[config.mk]
export PLATFORM = sky130hd
export DESIGN_NAME = dir_home_top
export DESIGN_NICKNAME = d
export VERILOG_FILES = /design/src/rtl/dir_pkg.sv /design/src/rtl/dir_pend_q.sv /design/src/rtl/dir_serve.sv /design/src/rtl/dir_home_top.sv
export SDC_FILE = /design/constraint.sdc
export NUM_CORES = 1
export LEC_CHECK = 0
export BUFFER_PORTS_ARGS = -buffer_cell sky130_fd_sc_hd__buf_2
export CORE_UTILIZATION = 45
export DETAILED_ROUTE_END_ITERATION = 7
export PLACE_DENSITY = 0.7
export SLEW_MARGIN = 20
export SYNTH_ARGS = -nofsm -noshare
export SYNTH_HDL_FRONTEND = slang
export SYNTH_HIERARCHICAL = 1
export SYNTH_SLANG_ARGS = --single-unit
export TNS_END_PERCENT = 1
[constraint.sdc]
create_clock -name clk -period 12.95 [get_ports clk]
set_clock_uncertainty 0.2 [all_clocks]
set_input_delay 1.295 -clock clk [delete_from_list [all_inputs] [get_ports clk]]
set_output_delay 1.295 -clock clk [all_outputs]
set_load 0.02 [all_outputs]
[src/rtl/dir_pkg.sv]
package dir_pkg;

    typedef enum logic [2:0] {
        DS_I  = 3'd0,
        DS_S  = 3'd1,
        DS_O  = 3'd2,
        DS_M  = 3'd3,
        DS_SD = 3'd4
    } dstate_e;

    localparam logic [2:0] RQ_GETS = 3'd0;
    localparam logic [2:0] RQ_GETM = 3'd1;
    localparam logic [2:0] RQ_PUTS = 3'd2;
    localparam logic [2:0] RQ_PUTM = 3'd3;
    localparam logic [2:0] RQ_PUTO = 3'd4;

    localparam logic [2:0] MS_DATA     = 3'd0;
    localparam logic [2:0] MS_FWD_GETS = 3'd1;
    localparam logic [2:0] MS_FWD_GETM = 3'd2;
    localparam logic [2:0] MS_PUT_ACK  = 3'd3;
    localparam logic [2:0] MS_ACK_CNT  = 3'd4;

endpackage

[src/rtl/dir_pend_q.sv]
module dir_pend_q #(
    parameter int DEPTH = 2,
    parameter int W     = 8,
    localparam int PW   = (DEPTH > 1) ? $clog2(DEPTH) : 1,
    localparam int NW   = $clog2(DEPTH + 1)
) (
    input  logic         clk,
    input  logic         rst_n,
    input  logic         push,
    input  logic         pop,
    input  logic [W-1:0] din,
    output logic [W-1:0] dout,
    output logic         empty,
    output logic         full
);
    logic [W-1:0]  slot [DEPTH];
    logic [PW-1:0] rd_ptr, wr_ptr;
    logic [NW-1:0] fill;

    function automatic logic [PW-1:0] bump(input logic [PW-1:0] p);
        return (p == PW'(DEPTH - 1)) ? '0 : p + 1'b1;
    endfunction

    assign dout  = slot[rd_ptr];
    assign empty = (fill == '0);
    assign full  = (fill == NW'(DEPTH));

    always_ff @(posedge clk or negedge rst_n) begin
        if (!rst_n) begin
            rd_ptr <= '0;
            wr_ptr <= '0;
            fill   <= '0;
            for (int i = 0; i < DEPTH; i++) slot[i] <= '0;
        end else begin
            if (push && !full) begin
                slot[wr_ptr] <= din;
                wr_ptr       <= bump(wr_ptr);
            end
            if (pop && !empty) rd_ptr <= bump(rd_ptr);
            case ({push && !full, pop && !empty})
                2'b10:   fill <= fill + 1'b1;
                2'b01:   fill <= fill - 1'b1;
                default: fill <= fill;
            endcase
        end
    end
endmodule

[src/rtl/dir_serve.sv]
module dir_serve
    import dir_pkg::*;
#(
    parameter int NCACHE     = 4,
    parameter int DW         = 8,
    parameter int KEEP_OWNER = 0,
    localparam int IDW       = $clog2(NCACHE),
    localparam int CW        = $clog2(NCACHE + 1)
) (
    input  dstate_e           cur_st,
    input  logic [IDW-1:0]    cur_own,
    input  logic [NCACHE-1:0] cur_shr,
    input  logic [DW-1:0]     cur_mem,
    input  logic [2:0]        kind,
    input  logic [IDW-1:0]    src,
    input  logic [DW-1:0]     wdata,
    output dstate_e           nxt_st,
    output logic [IDW-1:0]    nxt_own,
    output logic [NCACHE-1:0] nxt_shr,
    output logic              mem_we,
    output logic [DW-1:0]     mem_wd,
    output logic              m_valid,
    output logic [2:0]        m_kind,
    output logic [IDW-1:0]    m_dst,
    output logic [CW-1:0]     m_acks,
    output logic [NCACHE-1:0] m_inv,
    output logic [DW-1:0]     m_data
);
    logic [NCACHE-1:0] req_bit, own_bit, others;
    dstate_e           share_st;
    logic [NCACHE-1:0] share_keep;

    assign req_bit = NCACHE'(1) << src;
    assign own_bit = NCACHE'(1) << cur_own;
    assign others  = cur_shr & ~req_bit;

    // The parameter picks what a read does to a modified block.
    if (KEEP_OWNER != 0) begin : g_keep
        assign share_st   = DS_O;
        assign share_keep = '0;
    end else begin : g_wback
        assign share_st   = DS_SD;
        assign share_keep = own_bit;
    end

    always_comb begin
        nxt_st  = cur_st;
        nxt_own = cur_own;
        nxt_shr = cur_shr;
        mem_we  = 1'b0;
        mem_wd  = wdata;
        m_valid = 1'b1;
        m_kind  = MS_PUT_ACK;
        m_dst   = src;
        m_acks  = '0;
        m_inv   = '0;
        m_data  = '0;
        case (kind)
            RQ_GETS: begin
                case (cur_st)
                    DS_I, DS_S: begin
                        m_kind  = MS_DATA;
                        m_data  = cur_mem;
                        nxt_shr = cur_shr | req_bit;
                        nxt_st  = DS_S;
                    end
                    DS_O: begin
                        m_kind  = MS_FWD_GETS;
                        m_dst   = cur_own;
                        nxt_shr = cur_shr | req_bit;
                    end
                    DS_M: begin
                        m_kind  = MS_FWD_GETS;
                        m_dst   = cur_own;
                        nxt_shr = cur_shr | req_bit | share_keep;
                        nxt_st  = share_st;
                    end
                    default: m_valid = 1'b0;
                endcase
            end
            RQ_GETM: begin
                case (cur_st)
                    DS_I, DS_S: begin
                        m_kind  = MS_DATA;
                        m_data  = cur_mem;
                        m_inv   = others;
                        m_acks  = CW'($countones(others));
                        nxt_st  = DS_M;
                        nxt_own = src;
                        nxt_shr = '0;
                    end
                    DS_O: begin
                        m_kind  = (cur_own == src) ? MS_ACK_CNT : MS_FWD_GETM;
                        m_dst   = (cur_own == src) ? src : cur_own;
                        m_inv   = others;
                        m_acks  = CW'($countones(others));
                        nxt_st  = DS_M;
                        nxt_own = src;
                        nxt_shr = '0;
                    end
                    DS_M: begin
                        m_kind  = MS_FWD_GETM;
                        m_dst   = cur_own;
                        nxt_own = src;
                    end
                    default: m_valid = 1'b0;
                endcase
            end
            RQ_PUTS: begin
                if ((cur_st == DS_S || cur_st == DS_O) && (cur_shr & req_bit) != '0) begin
                    nxt_shr = others;
                    if (cur_st == DS_S && others == '0) nxt_st = DS_I;
                end
            end
            RQ_PUTM: begin
                if (cur_st == DS_M && cur_own == src) begin
                    mem_we  = 1'b1;
                    nxt_st  = DS_I;
                    nxt_shr = '0;
                end
            end
            RQ_PUTO: begin
                if (cur_st == DS_O && cur_own == src) begin
                    mem_we = 1'b1;
                    nxt_st = (cur_shr != '0) ? DS_S : DS_I;
                end
            end
            default: m_valid = 1'b0;
        endcase
    end
endmodule

[src/rtl/dir_home_top.sv]
module dir_home_top
    import dir_pkg::*;
#(
    parameter int NCACHE     = 4,
    parameter int NBLK       = 4,
    parameter int DW         = 8,
    parameter int QDEPTH     = 2,
    parameter int KEEP_OWNER = 0,
    localparam int IDW       = $clog2(NCACHE),
    localparam int AW        = $clog2(NBLK),
    localparam int CW        = $clog2(NCACHE + 1)
) (
    input  logic              clk,
    input  logic              rst_n,
    input  logic              req_valid,
    output logic              req_ready,
    input  logic [2:0]        req_kind,
    input  logic [IDW-1:0]    req_src,
    input  logic [AW-1:0]     req_addr,
    input  logic [DW-1:0]     req_data,
    input  logic              wb_valid,
    input  logic [IDW-1:0]    wb_src,
    input  logic [AW-1:0]     wb_addr,
    input  logic [DW-1:0]     wb_data,
    output logic              out_valid,
    output logic [2:0]        out_kind,
    output logic [IDW-1:0]    out_dst,
    output logic [AW-1:0]     out_addr,
    output logic [CW-1:0]     out_acks,
    output logic [NCACHE-1:0] out_inv,
    output logic [DW-1:0]     out_data
);
    localparam int RW = 3 + IDW + AW + DW;

    dstate_e           st_q  [NBLK];
    logic [IDW-1:0]    own_q [NBLK];
    logic [NCACHE-1:0] shr_q [NBLK];
    logic [DW-1:0]     mem_q [NBLK];

    logic          q_empty, q_full, replay, take, park, serve_go, wb_hit;
    logic [RW-1:0] q_dout;
    dstate_e       req_st;

    logic [2:0]     sel_kind;
    logic [IDW-1:0] sel_src;
    logic [AW-1:0]  sel_addr;
    logic [DW-1:0]  sel_data;

    dstate_e           nxt_st;
    logic [IDW-1:0]    nxt_own, m_dst;
    logic [NCACHE-1:0] nxt_shr, m_inv;
    logic              mem_we, m_valid;
    logic [DW-1:0]     mem_wd, m_data;
    logic [2:0]        m_kind;
    logic [CW-1:0]     m_acks;

    assign req_st    = st_q[req_addr];
    assign replay    = !q_empty && (st_q[q_dout[AW+DW-1:DW]] != DS_SD);
    assign req_ready = !q_full && !replay;
    assign take      = req_valid && req_ready;
    assign park      = take && (req_st == DS_SD);
    assign serve_go  = replay || (take && !park);
    assign wb_hit    = wb_valid && (st_q[wb_addr] == DS_SD) && (own_q[wb_addr] == wb_src);

    always_comb begin
        if (replay) {sel_kind, sel_src, sel_addr, sel_data} = q_dout;
        else        {sel_kind, sel_src, sel_addr, sel_data} = {req_kind, req_src, req_addr, req_data};
    end

    dir_pend_q #(.DEPTH(QDEPTH), .W(RW)) u_park (
        .clk   (clk),
        .rst_n (rst_n),
        .push  (park),
        .pop   (replay),
        .din   ({req_kind, req_src, req_addr, req_data}),
        .dout  (q_dout),
        .empty (q_empty),
        .full  (q_full)
    );

    dir_serve #(.NCACHE(NCACHE), .DW(DW), .KEEP_OWNER(KEEP_OWNER)) u_serve (
        .cur_st  (st_q[sel_addr]),
        .cur_own (own_q[sel_addr]),
        .cur_shr (shr_q[sel_addr]),
        .cur_mem (mem_q[sel_addr]),
        .kind    (sel_kind),
        .src     (sel_src),
        .wdata   (sel_data),
        .nxt_st  (nxt_st),
        .nxt_own (nxt_own),
        .nxt_shr (nxt_shr),
        .mem_we  (mem_we),
        .mem_wd  (mem_wd),
        .m_valid (m_valid),
        .m_kind  (m_kind),
        .m_dst   (m_dst),
        .m_acks  (m_acks),
        .m_inv   (m_inv),
        .m_data  (m_data)
    );

    // Directory state register. A served block is never in SD and a
    // writeback only lands on an SD block, so the two never collide.
    always_ff @(posedge clk or negedge rst_n) begin
        if (!rst_n) begin
            for (int b = 0; b < NBLK; b++) begin
                st_q[b]  <= DS_I;
                own_q[b] <= '0;
                shr_q[b] <= '0;
                mem_q[b] <= ~DW'(b);
            end
        end else begin
            if (serve_go) begin
                st_q[sel_addr]  <= nxt_st;
                own_q[sel_addr] <= nxt_own;
                shr_q[sel_addr] <= nxt_shr;
                if (mem_we) mem_q[sel_addr] <= mem_wd;
            end
            if (wb_hit) begin
                st_q[wb_addr]  <= DS_S;
                mem_q[wb_addr] <= wb_data;
            end
        end
    end

    // Outgoing message register.
    always_ff @(posedge clk or negedge rst_n) begin
        if (!rst_n) begin
            out_valid <= 1'b0;
            out_kind  <= '0;
            out_dst   <= '0;
            out_addr  <= '0;
            out_acks  <= '0;
            out_inv   <= '0;
            out_data  <= '0;
        end else if (serve_go && m_valid) begin
            out_valid <= 1'b1;
            out_kind  <= m_kind;
            out_dst   <= m_dst;
            out_addr  <= sel_addr;
            out_acks  <= m_acks;
            out_inv   <= m_inv;
            out_data  <= m_data;
        end else begin
            out_valid <= 1'b0;
            out_kind  <= '0;
            out_dst   <= '0;
            out_addr  <= '0;
            out_acks  <= '0;
            out_inv   <= '0;
            out_data  <= '0;
        end
    end
endmodule

==> metrics.yaml <==
finalSetupViolCount: 0
status: "finished clean"
antenna_found_initial: 0
p_leak_nw: 3.74
drt_iter0_markers: 533
dr_total_vias: 5640
overflow: 0
synthCells: 677
cts_setup_buffers: 0
synth_flop_cell: "dfrtp_1"
synth_edf_count: 0
syn_nets: 713
post_drt_wl_per_cell_microns: 19.6
start_util_pct: 46.7
synth_area_leaders: "dfrtp_1 (34%), dfstp_2 (10%), mux2_2 (8.3%)"
ys_seq_elements: 125
routabilityCongestion: 0.913
core_area_sq_um: 15400
hold_buffers: 0
slew_headroom_pct: 29.9
total_power_w: 0.00248
drive_above_1_share_pct: 30.6
finalHoldViolCount: 0
synth_warnings: 6
start_kind: "flop"
yosys.area.top_type: "dfrtp_1"
drc_errors: 0
ir_drop_mv: 0.134
cts.clk_slew.worst_paths_ns: 0.06
place_hpwl_microns: 12600
worstSetupPathType: "flop to flop"
powerDensity_nw_per_um2: 300
grt_max_degree: 70
routed_wl_microns: 18300
cts-resized-gates: 0
cts_tree: "yes"
worstSkewPairLatency_ns: 0.42
utilization_pct: 53.5
nets: 746
ant_nets: 0
worst_pin_slew_ns: 1.05
crit_fanout: 24
cts_root_buf: "clkbuf_16"
period_share_pct: 44.2
cp.required_ns: 13.08
rows: 45
synthArstFlopShare_pct: 100
routed_via_density: 6.04
yosysUniqueCellTypes: 72
first_pass_iters: 5
die_x_microns: 129
setup_tns_ns: 0
drv_cap: 0
htree_num_levels: 4
final.min_clock_period_ns: 5.72
grt_first_pass_wirelength_microns: 29600
avgSynthCellArea_sq_um: 10.6
cts_buffers: 17
cts.sinks: 125
cp.arrival_ns: 5.85
endpoint_kind: "flop"
track_usage_pct: 23.3
hold_slack_ns: 0.289
seq_area_frac_synth_pct: 43.9
synth_top_area_share_pct: 33.7
grt_pass1_vias: 5536
netlist_area_sq_um: 7210
diodes: 0
area_growth_pct: 14.6
rsz0062_at_grt: "no"
dieArea_sq_um: 16500
die_y_microns: 129
io_buffers: 54
clk_path_buf_depth: 2
maxSlewViolCount: 0
io_pins: 55
fmax_mhz: 175
hold_path_class: "flop to flop"
## cells in the final DEF, fill, tap and decap left out, types with 10 or more instances in the layout
cell type,count
and3_1,28
nor3_1,12
clkbuf_16,17
mux2_1,28
inv_1,11
dfstp_2,28
nand3_1,38
and2_1,18
a22oi_1,35
o21ai_0,15
a31oi_1,26
o21ai_1,20
mux2_4,10
nor2_1,42
buf_2,53
buf_4,13
nand2_1,46
dfrtp_1,97
mux2_2,53
## synthesized netlist by cell type, types with 6 or more instances
cell and number:
and3_1 28, mux2_2 53, nor3_1 12, o21ai_1 20
a22oi_1 35, mux2_1 28, dfrtp_1 97, nand2_1 46
inv_1 11, xnor2_1 8, mux2_4 10, clkbuf_1 17
buf_6 8, and2_1 18, nand3_1 38, a31oi_1 26
buf_4 10, dfstp_2 28, nand4_1 6, buf_2 14
o21ai_0 15, a221o_1 9, nor2_1 42
## worst max-delay path: stages, from the launching register on
cell     delay, ns
dfrtp_1       0.80
mux2_2        0.45
or3_1         0.43
nor2_1        0.33
a41o_1        0.74
a22oi_1       0.21
nand2_1       0.23
xnor2_1       0.20
nand4_2       0.21
o21ba_2       0.50
o41a_1        0.88
nand3_1       0.18
a31oi_1       0.23
## final timing paths
kind	start	end	slack [ns]	cells after the start
worst max-delay path	u_park/rd_ptr$_DFFE_PN0P_	mem_q[23]$_DFF_PN1_	7.23	12
worst min-delay path	shr_q[4]$_DFFE_PN0P_	shr_q[4]$_DFFE_PN0P_	0.29	1
worst max register to register	u_park/rd_ptr$_DFFE_PN0P_	mem_q[23]$_DFF_PN1_	7.23	12
worst min register to register	shr_q[4]$_DFFE_PN0P_	shr_q[4]$_DFFE_PN0P_	0.29	1
max in group asynchronous	rst_n	mem_q[1]$_DFF_PN0_	10.50	2
min in group asynchronous	rst_n	mem_q[16]$_DFF_PN0_	0.73	1
## final cells by class
cell class                 instances  area [sq um]
tap                              211           264
sequential                       125          3160
timing repair buffer              66           363
inverter                          12          47.5
clock buffer                      21           470
multi-input combinational        488          3710
fill                            1353          7170
clock inverter                    11           235
## power by group
part	internal (W)	switching, W
Clock	0.000395	0.000170
Sequential	0.000543	0.0000853
Combinational	0.000496	0.000790
## through the flow
stage               cells  setup slack, ns  cell area, sq um
floorplan             677             8.07              7210
global placement      902             7.63              7540
detailed placement    902             7.44              7540
CTS                   934             7.37              8240
global route          934             6.96              8260
finish                934             7.23              8260
## per-layer routing
layer / routed length (microns) / up-vias / share of wire [%] / global-route usage (%)
li1: - / 2570 / - / -
met1: 8420 / 2824 / 46 / 32.5
met2: 8350 / 222 / 46 / 34.8
met3: 1270 / 24 / 7.0 / 5.95
met4: 255 / 0 / 1.4 / 8.37
met5: 0 / - / 0 / 0
## flip-flops by register name (all words and copies together) (netlist names), 3 cells and up
signal	count
mem_q	32
out_acks	3
st_q	12
own_q	8
shr_q	16
out_inv	4
out_kind	3
u_park/slot	30
out_data	8
## cells by family after synthesis
kind of cell	synth area share [%]
flip-flops	43.9
XOR/XNOR	1.22
buffers and inverters	5.21
AO/OA/AOI/OAI	14.7
multiplexers	16.0
AND/OR/NAND/NOR	18.1
adder cells (fa/ha/maj)	0.972
No activity file was read; power rests on OpenSTA's default activity.
